<file path="src/rtl/spi_clk_div_pkg.sv">
package spi_clk_div_pkg;
  typedef enum logic {
    DIV_POW2 = 1'b0,
    DIV_LIN  = 1'b1
  } div_mode_e;
endpackage

</file>
<file path="src/rtl/spi_clk_div_sel.sv">
// Decodes the control word into (half-period - 1).
module spi_clk_div_sel
  import spi_clk_div_pkg::*;
#(
  parameter int unsigned CTL_W   = 32,
  parameter int unsigned LIN_W   = 8,
  parameter int unsigned EXP_W   = 4,
  parameter int unsigned SEL_POS = 12,
  parameter int unsigned CNT_W   = 16
) (
  input  logic [CTL_W-1:0] ctl_i,
  output logic [CNT_W-1:0] lim_o
);
  localparam int unsigned EXP_LSB = LIN_W;

  logic [LIN_W-1:0] lin_div;
  logic [EXP_W-1:0] exp_div;
  logic [CNT_W-1:0] therm;
  div_mode_e        mode;
  logic             unused_hi;

  assign lin_div   = ctl_i[LIN_W-1:0];
  assign exp_div   = ctl_i[EXP_LSB+EXP_W-1:EXP_LSB];
  assign mode      = div_mode_e'(ctl_i[SEL_POS]);
  assign unused_hi = ^ctl_i[CTL_W-1:SEL_POS+1];

  // 2^m - 1 as a thermometer code
  for (genvar g = 0; g < CNT_W; g++) begin : g_therm
    assign therm[g] = (32'(exp_div) > g);
  end

  always_comb begin
    if (mode == DIV_LIN) lim_o = CNT_W'(lin_div);
    else                 lim_o = therm;
  end
endmodule

</file>
<file path="src/rtl/spi_clk_div_cnt.sv">
module spi_clk_div_cnt #(
  parameter int unsigned CNT_W = 16
) (
  input  logic             clk_i,
  input  logic             rst_ni,
  input  logic             en_i,
  input  logic [CNT_W-1:0] lim_i,
  output logic             tick_o
);
  logic [CNT_W-1:0] cnt_q;

  assign tick_o = en_i && (cnt_q == lim_i);

  always_ff @(posedge clk_i or negedge rst_ni) begin
    if (!rst_ni)     cnt_q <= '0;
    else if (!en_i)  cnt_q <= '0;
    else if (tick_o) cnt_q <= '0;
    else             cnt_q <= cnt_q + 1'b1;
  end
endmodule

</file>
<file path="src/rtl/spi_clk_div_phase.sv">
module spi_clk_div_phase (
  input  logic clk_i,
  input  logic rst_ni,
  input  logic en_i,
  input  logic tick_i,
  input  logic cpol_i,
  input  logic cpol_lat_i,
  output logic sclk_o,
  output logic lead_o,
  output logic trail_o
);
  logic phase_q;

  always_ff @(posedge clk_i or negedge rst_ni) begin
    if (!rst_ni) begin
      phase_q <= 1'b0;
      sclk_o  <= 1'b0;
      lead_o  <= 1'b0;
      trail_o <= 1'b0;
    end else if (!en_i) begin
      phase_q <= 1'b0;
      sclk_o  <= cpol_i;
      lead_o  <= 1'b0;
      trail_o <= 1'b0;
    end else if (tick_i) begin
      phase_q <= ~phase_q;
      sclk_o  <= cpol_lat_i ^ ~phase_q;
      lead_o  <= ~phase_q;
      trail_o <= phase_q;
    end else begin
      lead_o  <= 1'b0;
      trail_o <= 1'b0;
    end
  end
endmodule

</file>
<file path="src/rtl/spi_clk_div.sv">
module spi_clk_div #(
  parameter int unsigned CTL_W   = 32,
  parameter int unsigned LIN_W   = 8,
  parameter int unsigned EXP_W   = 4,
  parameter int unsigned SEL_POS = 12
) (
  input  logic             clk_i,
  input  logic             rst_ni,
  input  logic [CTL_W-1:0] clk_ctl_i,
  input  logic             en_i,
  input  logic             cpol_i,
  output logic             sclk_o,
  output logic             lead_o,
  output logic             trail_o
);
  localparam int unsigned EXP_CNT_W = 2 ** EXP_W;
  localparam int unsigned LIN_CNT_W = LIN_W + 1;
  localparam int unsigned CNT_W     = (EXP_CNT_W > LIN_CNT_W) ? EXP_CNT_W : LIN_CNT_W;

  logic [CNT_W-1:0] lim_d, lim_q;
  logic             cpol_q;
  logic             tick;

  spi_clk_div_sel #(
    .CTL_W(CTL_W), .LIN_W(LIN_W), .EXP_W(EXP_W), .SEL_POS(SEL_POS), .CNT_W(CNT_W)
  ) u_sel (
    .ctl_i (clk_ctl_i),
    .lim_o (lim_d)
  );

  // settings frozen for the whole burst
  always_ff @(posedge clk_i or negedge rst_ni) begin
    if (!rst_ni) begin
      lim_q  <= '0;
      cpol_q <= 1'b0;
    end else if (!en_i) begin
      lim_q  <= lim_d;
      cpol_q <= cpol_i;
    end
  end

  spi_clk_div_cnt #(.CNT_W(CNT_W)) u_cnt (
    .clk_i  (clk_i),
    .rst_ni (rst_ni),
    .en_i   (en_i),
    .lim_i  (lim_q),
    .tick_o (tick)
  );

  spi_clk_div_phase u_phase (
    .clk_i      (clk_i),
    .rst_ni     (rst_ni),
    .en_i       (en_i),
    .tick_i     (tick),
    .cpol_i     (cpol_i),
    .cpol_lat_i (cpol_q),
    .sclk_o     (sclk_o),
    .lead_o     (lead_o),
    .trail_o    (trail_o)
  );
endmodule

</file>
<file path="config.mk">
export PLATFORM = sky130hd
export DESIGN_NAME = spi_clk_div
export DESIGN_NICKNAME = d
export VERILOG_FILES = /design/src/rtl/spi_clk_div_pkg.sv /design/src/rtl/spi_clk_div_sel.sv /design/src/rtl/spi_clk_div_cnt.sv /design/src/rtl/spi_clk_div_phase.sv /design/src/rtl/spi_clk_div.sv
export SDC_FILE = /design/constraint.sdc
export NUM_CORES = 1
export LEC_CHECK = 0
export ABC_AREA = 1
export CAP_MARGIN = 10
export CORE_ASPECT_RATIO = 0.8
export CORE_UTILIZATION = 45
export CTS_CLUSTER_SIZE = 24
export DETAILED_ROUTE_END_ITERATION = 6
export DONT_BUFFER_PORTS = 1
export PLACE_DENSITY_LB_ADDON = 0.25
export SLEW_MARGIN = 20
export SYNTH_ARGS = -nofsm -noshare
export SYNTH_HDL_FRONTEND = slang
export SYNTH_SLANG_ARGS = --single-unit
</file>
<file path="constraint.sdc">
create_clock -name clk_i -period 1.4 [get_ports clk_i]
set_clock_uncertainty 0.1 [all_clocks]
set_input_delay 0.21 -clock clk_i [delete_from_list [all_inputs] [get_ports clk_i]]
set_output_delay 0.21 -clock clk_i [all_outputs]
set_load 0.02 [all_outputs]
</file>
==> flow_results.org, run 1 <==
** Synthesis
- Cell types occupying the most area after synthesis :: sky130_fd_sc_hd__dfrtp_1 (47%), sky130_fd_sc_hd__nand2_1 (14%), sky130_fd_sc_hd__inv_1 (8.2%), sky130_fd_sc_hd__nor2_1 (6.8%), sky130_fd_sc_hd__xor2_1 (5.0%)
- Warning count from the yosys run :: 0
- Post-Synthesis Cells :: 259
- For this run, the register share of the synthesized area comes to 46.6%.
- Most numerous cell types in the synthesized netlist :: sky130_fd_sc_hd__nand2_1 (72), sky130_fd_sc_hd__inv_1 (42), sky130_fd_sc_hd__dfrtp_1 (36)
- Count of flip-flops with a built-in enable after synthesis :: 0
- Yosys mapped the design onto 24 distinct sky130hd cell types.
- The number of nets handed over by synthesis was 296.
- After synthesis the cells add up to 1930 um^2.
- Avg Cell Area, Syn :: approximately 7.5 um^2
- Of the post-synthesis cell area, the dominant cell type holds approximately 47%.
- Of all flip-flops after synthesis, the portion carrying an async set or reset was 100%.
- Library cell occupying the most area in the post-synthesis netlist :: sky130_fd_sc_hd__dfrtp_1
- The most used flip-flop cell after synthesis is sky130_fd_sc_hd__dfrtp_1.
- Most repeated cell in the gate-level netlist after synthesis :: sky130_fd_sc_hd__nand2_1
- Count of state elements after synthesis :: 36

** Place
- Post-Place Cell Area :: about 2200 um^2
- Buffers placed on the I/O ports in this run total 0.
- OpenSTA, run right after detailed placement, puts the worst setup slack at -0.155 ns.
- Hpwl dp :: 3.24 mm
- At the end of routability-driven placement, the weighted congestion stood at 0.853.

** Route
- Detailed-router iteration count before antenna repair :: 5
- Total DRC errors in the routed layout :: 0
- Via count normalized by instance count :: 4.87
- The detailed router finished its first iteration with 110 violations.
- In the final routed layout, each cell accounts on average for about 14 um.
- Total number of vias :: 1822
- Routed Antenna Nets :: 0
- Summed over all layers, the routed wires come to slightly above 5 mm.

** Clock network
- Clock latency on the worst-skew pair, taken at its later pin, is ~0.3 ns.
- CTS hold repair buffers :: 13
- No sink is reached through more buffers than the 2 on the longest clock path.
- Clock transition at the registers of the reported paths :: 0.08 ns
- Counting the buffers created by CTS gives 5.
- The tree built by TritonCTS fans out to 36 sinks.
- H-tree levels :: 2
- The cell sitting at the root of the clock tree is a sky130_fd_sc_hd__clkbuf_8.
- TritonCTS built the clock tree.

** Critical path
- For the worst setup path, the data arrival time is 1.65 ns.
- The worst register-to-register path begins at u_cnt.cnt_q[0].
- The setup path with the least slack is of type reg2reg.
- Biggest fanout along the worst timing path :: 3
- Worst Setup Start Kind :: flop
- The slowest stage of the critical path belongs to the cell sky130_fd_sc_hd__dfrtp_1.
- Kind of capture point of the worst setup path :: flop
- STA puts the critical path data required time at 1.49 ns.
- By instance count, the cell type seen most on the critical path is sky130_fd_sc_hd__nand2_1.
- The critical path goes through buf_6 -> nand2_1 -> nand2_1 -> nor2_1 -> nand2_1 -> nor2_4 -> nand2_4 -> buf_6 -> nand3_2 -> nand2_1.
- In this design, the stage delay of the slowest critical-path cell is 0.42 ns.
- CP Launch Point :: u_cnt.cnt_q[0]

** Timing
- Unrepaired setup endpoints after global routing :: true
- The hold violation count in the final report is 21.
- # setup viols final :: 20
- Counting I/O delays and the setup requirement, the final critical path takes between 1.5 and 2 ns.
- Total negative setup slack :: -1.86 ns
- At the pin with the least slew margin, the transition time is roughly 0.35 ns.
- Fmax :: between 600 and 700 MHz
- Measured against its own limit, the worst slew margin works out to 76.6%.
- The tightest hold path in the finished design has a slack of -0.0731 ns.
- The final number of max-transition violations came to 0.
- Least setup slack across all paths after layout :: -0.162 ns
- In the finished design, the share of the clock period the worst path needs comes to 112%.

** Status
- The run finished, with violations left.
- Failing checks :: negative hold slack, negative setup slack

** Run
- Max-capacitance violation count :: 0

** Global route
- Global routing used 24.3% of the available tracks.
- Entering global routing, the biggest net connects 37 pins.
- Summed over all layers, the global routing overflow is 0.
- Global-route wire length before repair :: 7.89 mm
- Number of global-route vias before repair :: 1732
- The number of antenna violations at the first check in global routing is 0.

** Layout
- The final layout contains 355 nets.
- The number of antenna diodes in the final layout is 0.
- Post-layout instance area :: roughly 2800 um^2
- Syn-to-layout area delta :: 42.3%
- Counting the fill cells in the layout gives 327.
- Of the cells placed in the final design, the portion with a size suffix greater than 1 is 31.7%.

** Floorplan
- Die H :: 60.6 um
- The floorplan step defined a die boundary enclosing 4560 um^2.
- Measured along the x axis, the die boundary spans 75.3 um.
- For this design the top-level I/O count stands at 39.
- Core area :: 3950 um^2
- Row cnt :: 20
- Effective utilization at floorplan :: 48.9%

** Power and ir drop
- LEAKAGE :: between 1 and 1.5 nW
- Worst vdd ir :: approximately 0.00063 V
- Total power per unit cell area :: approximately 880 nW/um^2

** Worst hold path
- Worst Hold Class :: in2reg
- Hold_sp :: en_i
-- final timing paths --
| check | slack, ns | endpoint | depth (start not counted) |
|---|---|---|---|
| min in group asynchronous | 0.28 | lim_q[7] | 2 |
| max in group asynchronous | 0.74 | u_cnt.cnt_q[1] | 2 |
| setup reg to reg | -0.16 | u_phase.phase_q | 10 |
| hold / removal | -0.07 | lim_q[4] | 1 |
| setup / recovery | -0.16 | u_phase.phase_q | 10 |
| hold reg to reg | 0.45 | u_cnt.cnt_q[15] | 3 |
-- cell usage in the layout, fill, tap and decap left out, drive strengths merged --
| cell type | n |
|---|---|
| xnor2 | 1 |
| inv | 43 |
| ha | 1 |
| nand4 | 2 |
| dfrtp | 36 |
| a22oi | 2 |
| nand3 | 16 |
| a211oi | 1 |
| buf | 44 |
| a21oi | 4 |
| nor2 | 39 |
| o221ai | 2 |
| clkinv | 1 |
| xor2 | 11 |
| o22ai | 4 |
| o211ai | 4 |
| clkinvlp | 1 |
| nor3 | 4 |
| dlygate4sd3 | 12 |
| bufinv | 1 |
| o21ai | 10 |
| clkbuf | 5 |
| nand2 | 75 |
-- sequential cells by signal (all words and copies together) (netlist names) --
signal           flops
cpol_q               1
lim_q               15
u_cnt.cnt_q         16
u_phase.lead_o       1
u_phase.phase_q      1
u_phase.sclk_o       1
u_phase.trail_o      1
-- where the power goes --
part | internal (W) | leakage [nW] | switching (W) | total [W]
Clock | 0.000527 | 0.0541 | 0.000404 | 0.000931
Sequential | 0.00109 | 0.474 | 0.0000352 | 0.00112
Combinational | 0.000163 | 0.775 | 0.000197 | 0.000360
-- cell type report --
| type | count | area, um^2 | area share, % |
|---|---|---|---|
| Inverter | 43 | 164 | 5.96 |
| Clock inverter | 3 | 42.5 | 1.55 |
| Clock buffer | 5 | 68.8 | 2.50 |
| Sequential cell | 36 | 901 | 32.7 |
| Multi-Input combinational cell | 176 | 1030 | 37.4 |
| Timing Repair Buffer | 56 | 478 | 17.4 |
| Tap cell | 55 | 68.8 | 2.50 |
-- through the flow --
| stage | utilization [%] | hold slack [ns] | instances | power, W |
|---|---|---|---|---|
| 2_1_floorplan | - | -0.186 | 259 | 0.00130 |
| 5_1_grt | 69.6 | -0.0803 | 374 | 0.00252 |
| 3_3_place_gp | 56.8 | -0.185 | 345 | 0.00137 |
| 6_report | 69.6 | -0.0731 | 374 | 0.00242 |
| 3_5_place_dp | 56.8 | -0.185 | 345 | 0.00137 |
| 4_1_cts | 66.3 | -0.0947 | 372 | 0.00239 |
-- worst max-delay path, delay by kind of cell, from the launching register on --
kind / cells / cell delay (ns)
DFF: 1 / 0.42
and+or+nand+nor: 8 / 0.64
buffers and inverters: 2 / 0.28
-- layer usage --
layer | track usage (%) | up-vias | part of all wire [%]
li1 | - | 920 | -
met5 | 0 | - | 0
met3 | 5.48 | 8 | 5.3
met2 | 38.8 | 42 | 49
met4 | 9.52 | 0 | 1.3
met1 | 32.3 | 852 | 45
-- repair_timing --
action	in CTS	in global routing
pin swaps	11	19
endpoints found under the hold margin	59	20
setup buffers	5	3
gates resized for setup	20	37
cloned	1	0
endpoints found under the setup margin	20	20
-- cell families after synthesis --
kind of cell / Yosys count / share of synthesized area (%)
adders and majority gates: 1 / 0.647
xor gates and xnor gates: 12 / 5.44
buffers and inverters: 48 / 9.71
AOI/OAI and AO/OA: 27 / 8.54
and+or+nand+nor: 135 / 29.1
DFF: 36 / 46.6
(Power assumes the default switching activity.)
==> inputs of run 2 (changes only) <==
--- a/config.mk
+++ b/config.mk
@@ -9,10 +9,10 @@
 export CAP_MARGIN = 10
 export CORE_ASPECT_RATIO = 0.8
 export CORE_UTILIZATION = 45
+export CTS_CLUSTER_DIAMETER = 40
 export CTS_CLUSTER_SIZE = 24
 export DETAILED_ROUTE_END_ITERATION = 6
 export DONT_BUFFER_PORTS = 1
-export PLACE_DENSITY_LB_ADDON = 0.25
 export SLEW_MARGIN = 20
 export SYNTH_ARGS = -nofsm -noshare
 export SYNTH_HDL_FRONTEND = slang
==> run 2 against run 1 <==
Compared with the run above: the flow still finishes with violations (negative hold slack, negative setup slack); power decreased by 6.2%; via count decreased by 0.44%; first-iteration DRC count increased by 35%; clock power decreased by 13%; clock-buffer cell count increased by 2.
==> flow_results.org, run 2 (synthesized netlist as in run 1, its figures left out) <==
** Power and ir drop
- Worst vdd ir :: 0.000644 V (+1.6%)
- The power share of the combinational group is 14.6% (-0.3 points).
- Power consumption :: 0.00227 W (-6.2%)
- Clock share of power :: 35.8% (-2.8 points)
- The internal power summed over all cells is 0.00167 W (-5.9%).
- The sequential fraction of design power was 49.7% (+3.2 points).
- The leakage dissipation is 1.29 nW (-0.65%).
- The power per cell area is 851 nW/um^2 (-3.0%).
- Net switching share of the total power :: 26.1% (-0.24 points)
- Power spent charging and discharging nets :: 0.000592 W (-7.0%)

** Layout
- The layout net count came to 350 (-1.4%).
- Ant diodes :: 0 (unchanged)
- Share of final-layout standard cells stronger than drive strength 1 :: 27.5% (-4.2 points)
- Post-layout instance area :: 2660 um^2 (-3.3%)
- In the final layout, the registers with the most flip-flops are u_cnt.cnt_q (16), lim_q (15).
- Relative to the synthesized area, the layout overhead comes to 37.7%.
- Most frequent cells in the layout :: sky130_fd_sc_hd__nand2_1 (70), sky130_fd_sc_hd__inv_1 (38), sky130_fd_sc_hd__buf_4 (38)
- Flip-flop count of the largest register after layout :: 16 (unchanged)
- The library cell used most frequently in the layout, excluding fill and tap cells, is sky130_fd_sc_hd__nand2_1.
- Register ranked first by flip-flop count :: u_cnt.cnt_q

** Route
- The DRC violation count after routing was 0 (unchanged).
- Avg WL per Cell :: 13.6 um (about the same)
- Initial detailed-routing violation count :: 149 (+35%)
- Via count normalized by instance count :: 4.93 (+1.2%)
- The total routed wirelength came to 4.99 mm (-1.6%).
- The remaining antenna violation count after routing was 0 (unchanged).
- Detailed-router iteration count before antenna repair :: 4 (-1)
- Total number of vias :: 1814 (-0.44%)

** Timing
- Tcrit/Tclk final :: 108% (-3.5 points)
- The final critical-path required period came to 1.51 ns (-0.0494 ns).
- The final hold slack came to -0.0674 ns (+0.00571 ns).
- Least setup slack across all paths after layout :: -0.112 ns (+0.0494 ns)
- The peak clock frequency supported by timing is 661 MHz (+3.3%).
- The final number of max-transition violations was 0 (unchanged).
- Unrepaired setup endpoints after global routing :: true
- The slew of the pin with the lowest slew margin was 0.367 ns (+0.0195 ns).
- Final hold vios :: 18 (-14%)
- # setup viols final :: 19 (-5.0%)
- Slew HR :: 75.3% (-1.3 points)

** Critical path
- STA classifies the critical path endpoint as a flop.
- Required arrival time at the worst endpoint :: 1.49 ns (about the same)
- The most critical setup path has its startpoint at u_cnt.cnt_q[3].
- The highest fanout seen on the critical path is 3 (unchanged).
- Setup CP Type :: reg2reg
- Worst r2r src :: u_cnt.cnt_q[3]
- The logic depth of the worst register-to-register path was 10 (unchanged).
- The endpoint identified for the worst register-to-register timing path is u_phase.phase_q.
- The register-to-register setup slack was -0.11 ns (+0.05 ns).
- The data arrival time of the critical path is 1.60 ns (-0.05 ns).
- STA classifies the critical path startpoint as a flop.

** Clock network
- TritonCTS built the clock tree.
- The clock latency on the worst-skew pair is 0.30 ns (about the same).
- Number of buffers created by CTS :: 5 (unchanged)
- Buffer levels on the longest clock path :: 2 (unchanged)
- The register clock-pin slew on the reported worst setup and hold paths is 0.07 ns (about the same).
- Count of clock tree sinks :: 36 (unchanged)
- CTS hold repair buffers :: 12 (-1)
- The depth of the CTS H-tree is 2 (unchanged).
- The cell sitting at the root of the clock tree is a sky130_fd_sc_hd__clkbuf_8.

** Global route
- The number of antenna violations at the first check in global routing was 0 (unchanged).
- GR Overflow Total :: 0 (unchanged)
- Maximum number of pins on one net before global-route repair :: 37 (unchanged)
- The first-pass GRT wire length came to 7.77 mm (-1.6%).
- The via count of the first global-routing pass was 1664 (-3.9%).
- GRT Total Usage :: 24.1% (-0.17 points)

** Run
- Max-capacitance violation count :: 0 (unchanged)

** Status
- The final reports fail on negative hold slack, negative setup slack.
- The flow ran to the end, but the final reports show violations.

** Floorplan
- Num ports :: 39 (unchanged)
- Die H :: 60.6 um (unchanged)
- The initial cell density of the core was 48.9% (unchanged).
- Die outline area :: 4560 um^2 (unchanged)
- The core box area is 3950 um^2 (unchanged).
- The width of the die came to 75.3 um (unchanged).
- Row cnt :: 20 (unchanged)

** Worst hold path
- Hold path depth :: 2 (+1)
- The worst hold path belongs to the class in2reg.
- The startpoint identified for the worst hold timing path is en_i.
- For hold timing, the worst endpoint is u_phase.sclk_o.

** Place
- Hpwl dp :: 3.26 mm (+0.67%)
- Post-Place Cell Area :: 2230 um^2 (-0.67%)
- Last weighted congestion value of the routability-driven placer :: 0.806 (-5.5%)
- Count of buffers from port buffering :: 0 (unchanged)
==> run 2: layout make-up <==
| cell class | count | area [um^2] |
|---|---|---|
| Clock buffer | 7 | 96.3 |
| Timing Repair Buffer | 51 | 427 |
| Multi-Input combinational cell | 176 | 1000 |
| Fill cell | 349 | 1290 |
| Sequential cell | 36 | 903 |
| Inverter | 43 | 161 |
| Tap cell | 55 | 68.8 |
==> run 2: per-stage QoR <==
stage	TNS, ns	instances	util [%]	setup slack (ns)
finish	-1.48	368	67.3	-0.112
floorplan	0	259	-	0.0102
detailed placement	-2.17	343	56.4	-0.160
global route	-3.31	368	67.3	-0.198
global placement	-1.96	343	56.4	-0.140
CTS	-1.03	364	64.3	-0.0802
==> run 2: worst max path at each step <==
stage	endpoint	cells after the start	slack (ns)
finish	u_phase.phase_q	10	-0.11
global route	u_phase.phase_q	10	-0.20
CTS	u_phase.phase_q	10	-0.08
detailed placement	u_cnt.cnt_q[10]	7	-0.16
global placement	u_cnt.cnt_q[14]	7	-0.14
floorplan	u_cnt.cnt_q[0]	10	0.01
==> run 2: power groups by stage <==
stage / combinational [W] / sequential, W / clock, W
CTS: 0.000312 / 0.00112 / 0.000825
floorplan: 0.000168 / 0.00114 / 0
global placement: 0.000231 / 0.00114 / 0
finish: 0.000330 / 0.00113 / 0.000811
detailed placement: 0.000233 / 0.00114 / 0
global route: 0.000369 / 0.00113 / 0.000866
==> run 2: repair_timing <==
action	in CTS	in global routing
buffers inserted	1	4
pin swaps	10	11
gates cloned	1	0
resized for setup	18	24
setup endpoints to repair	19	20
endpoints found under the hold margin	56	17
==> run 2: critical path, stage by stage, from the launching register on <==
cell and delay (ns):
sky130_fd_sc_hd__dfrtp_1 0.40, sky130_fd_sc_hd__buf_4 0.14, sky130_fd_sc_hd__nand2_1 0.05, sky130_fd_sc_hd__nand2_1 0.04, sky130_fd_sc_hd__nor2_1 0.08, sky130_fd_sc_hd__nand2_1 0.09
sky130_fd_sc_hd__nor2_4 0.15, sky130_fd_sc_hd__nand2_4 0.12, sky130_fd_sc_hd__buf_6 0.14, sky130_fd_sc_hd__nand3_2 0.04, sky130_fd_sc_hd__nand2_1 0.04
==> run 2: layer usage <==
| layer | routed length (um) | global-route usage [%] | up-vias |
|---|---|---|---|
| met2 | 2220 | 34.9 | 42 |
| met4 | 91 | 10.3 | 0 |
| li1 | - | - | 906 |
| met1 | 2400 | 34.8 | 855 |
| met3 | 278 | 5.15 | 11 |
| met5 | 0 | 0 | - |
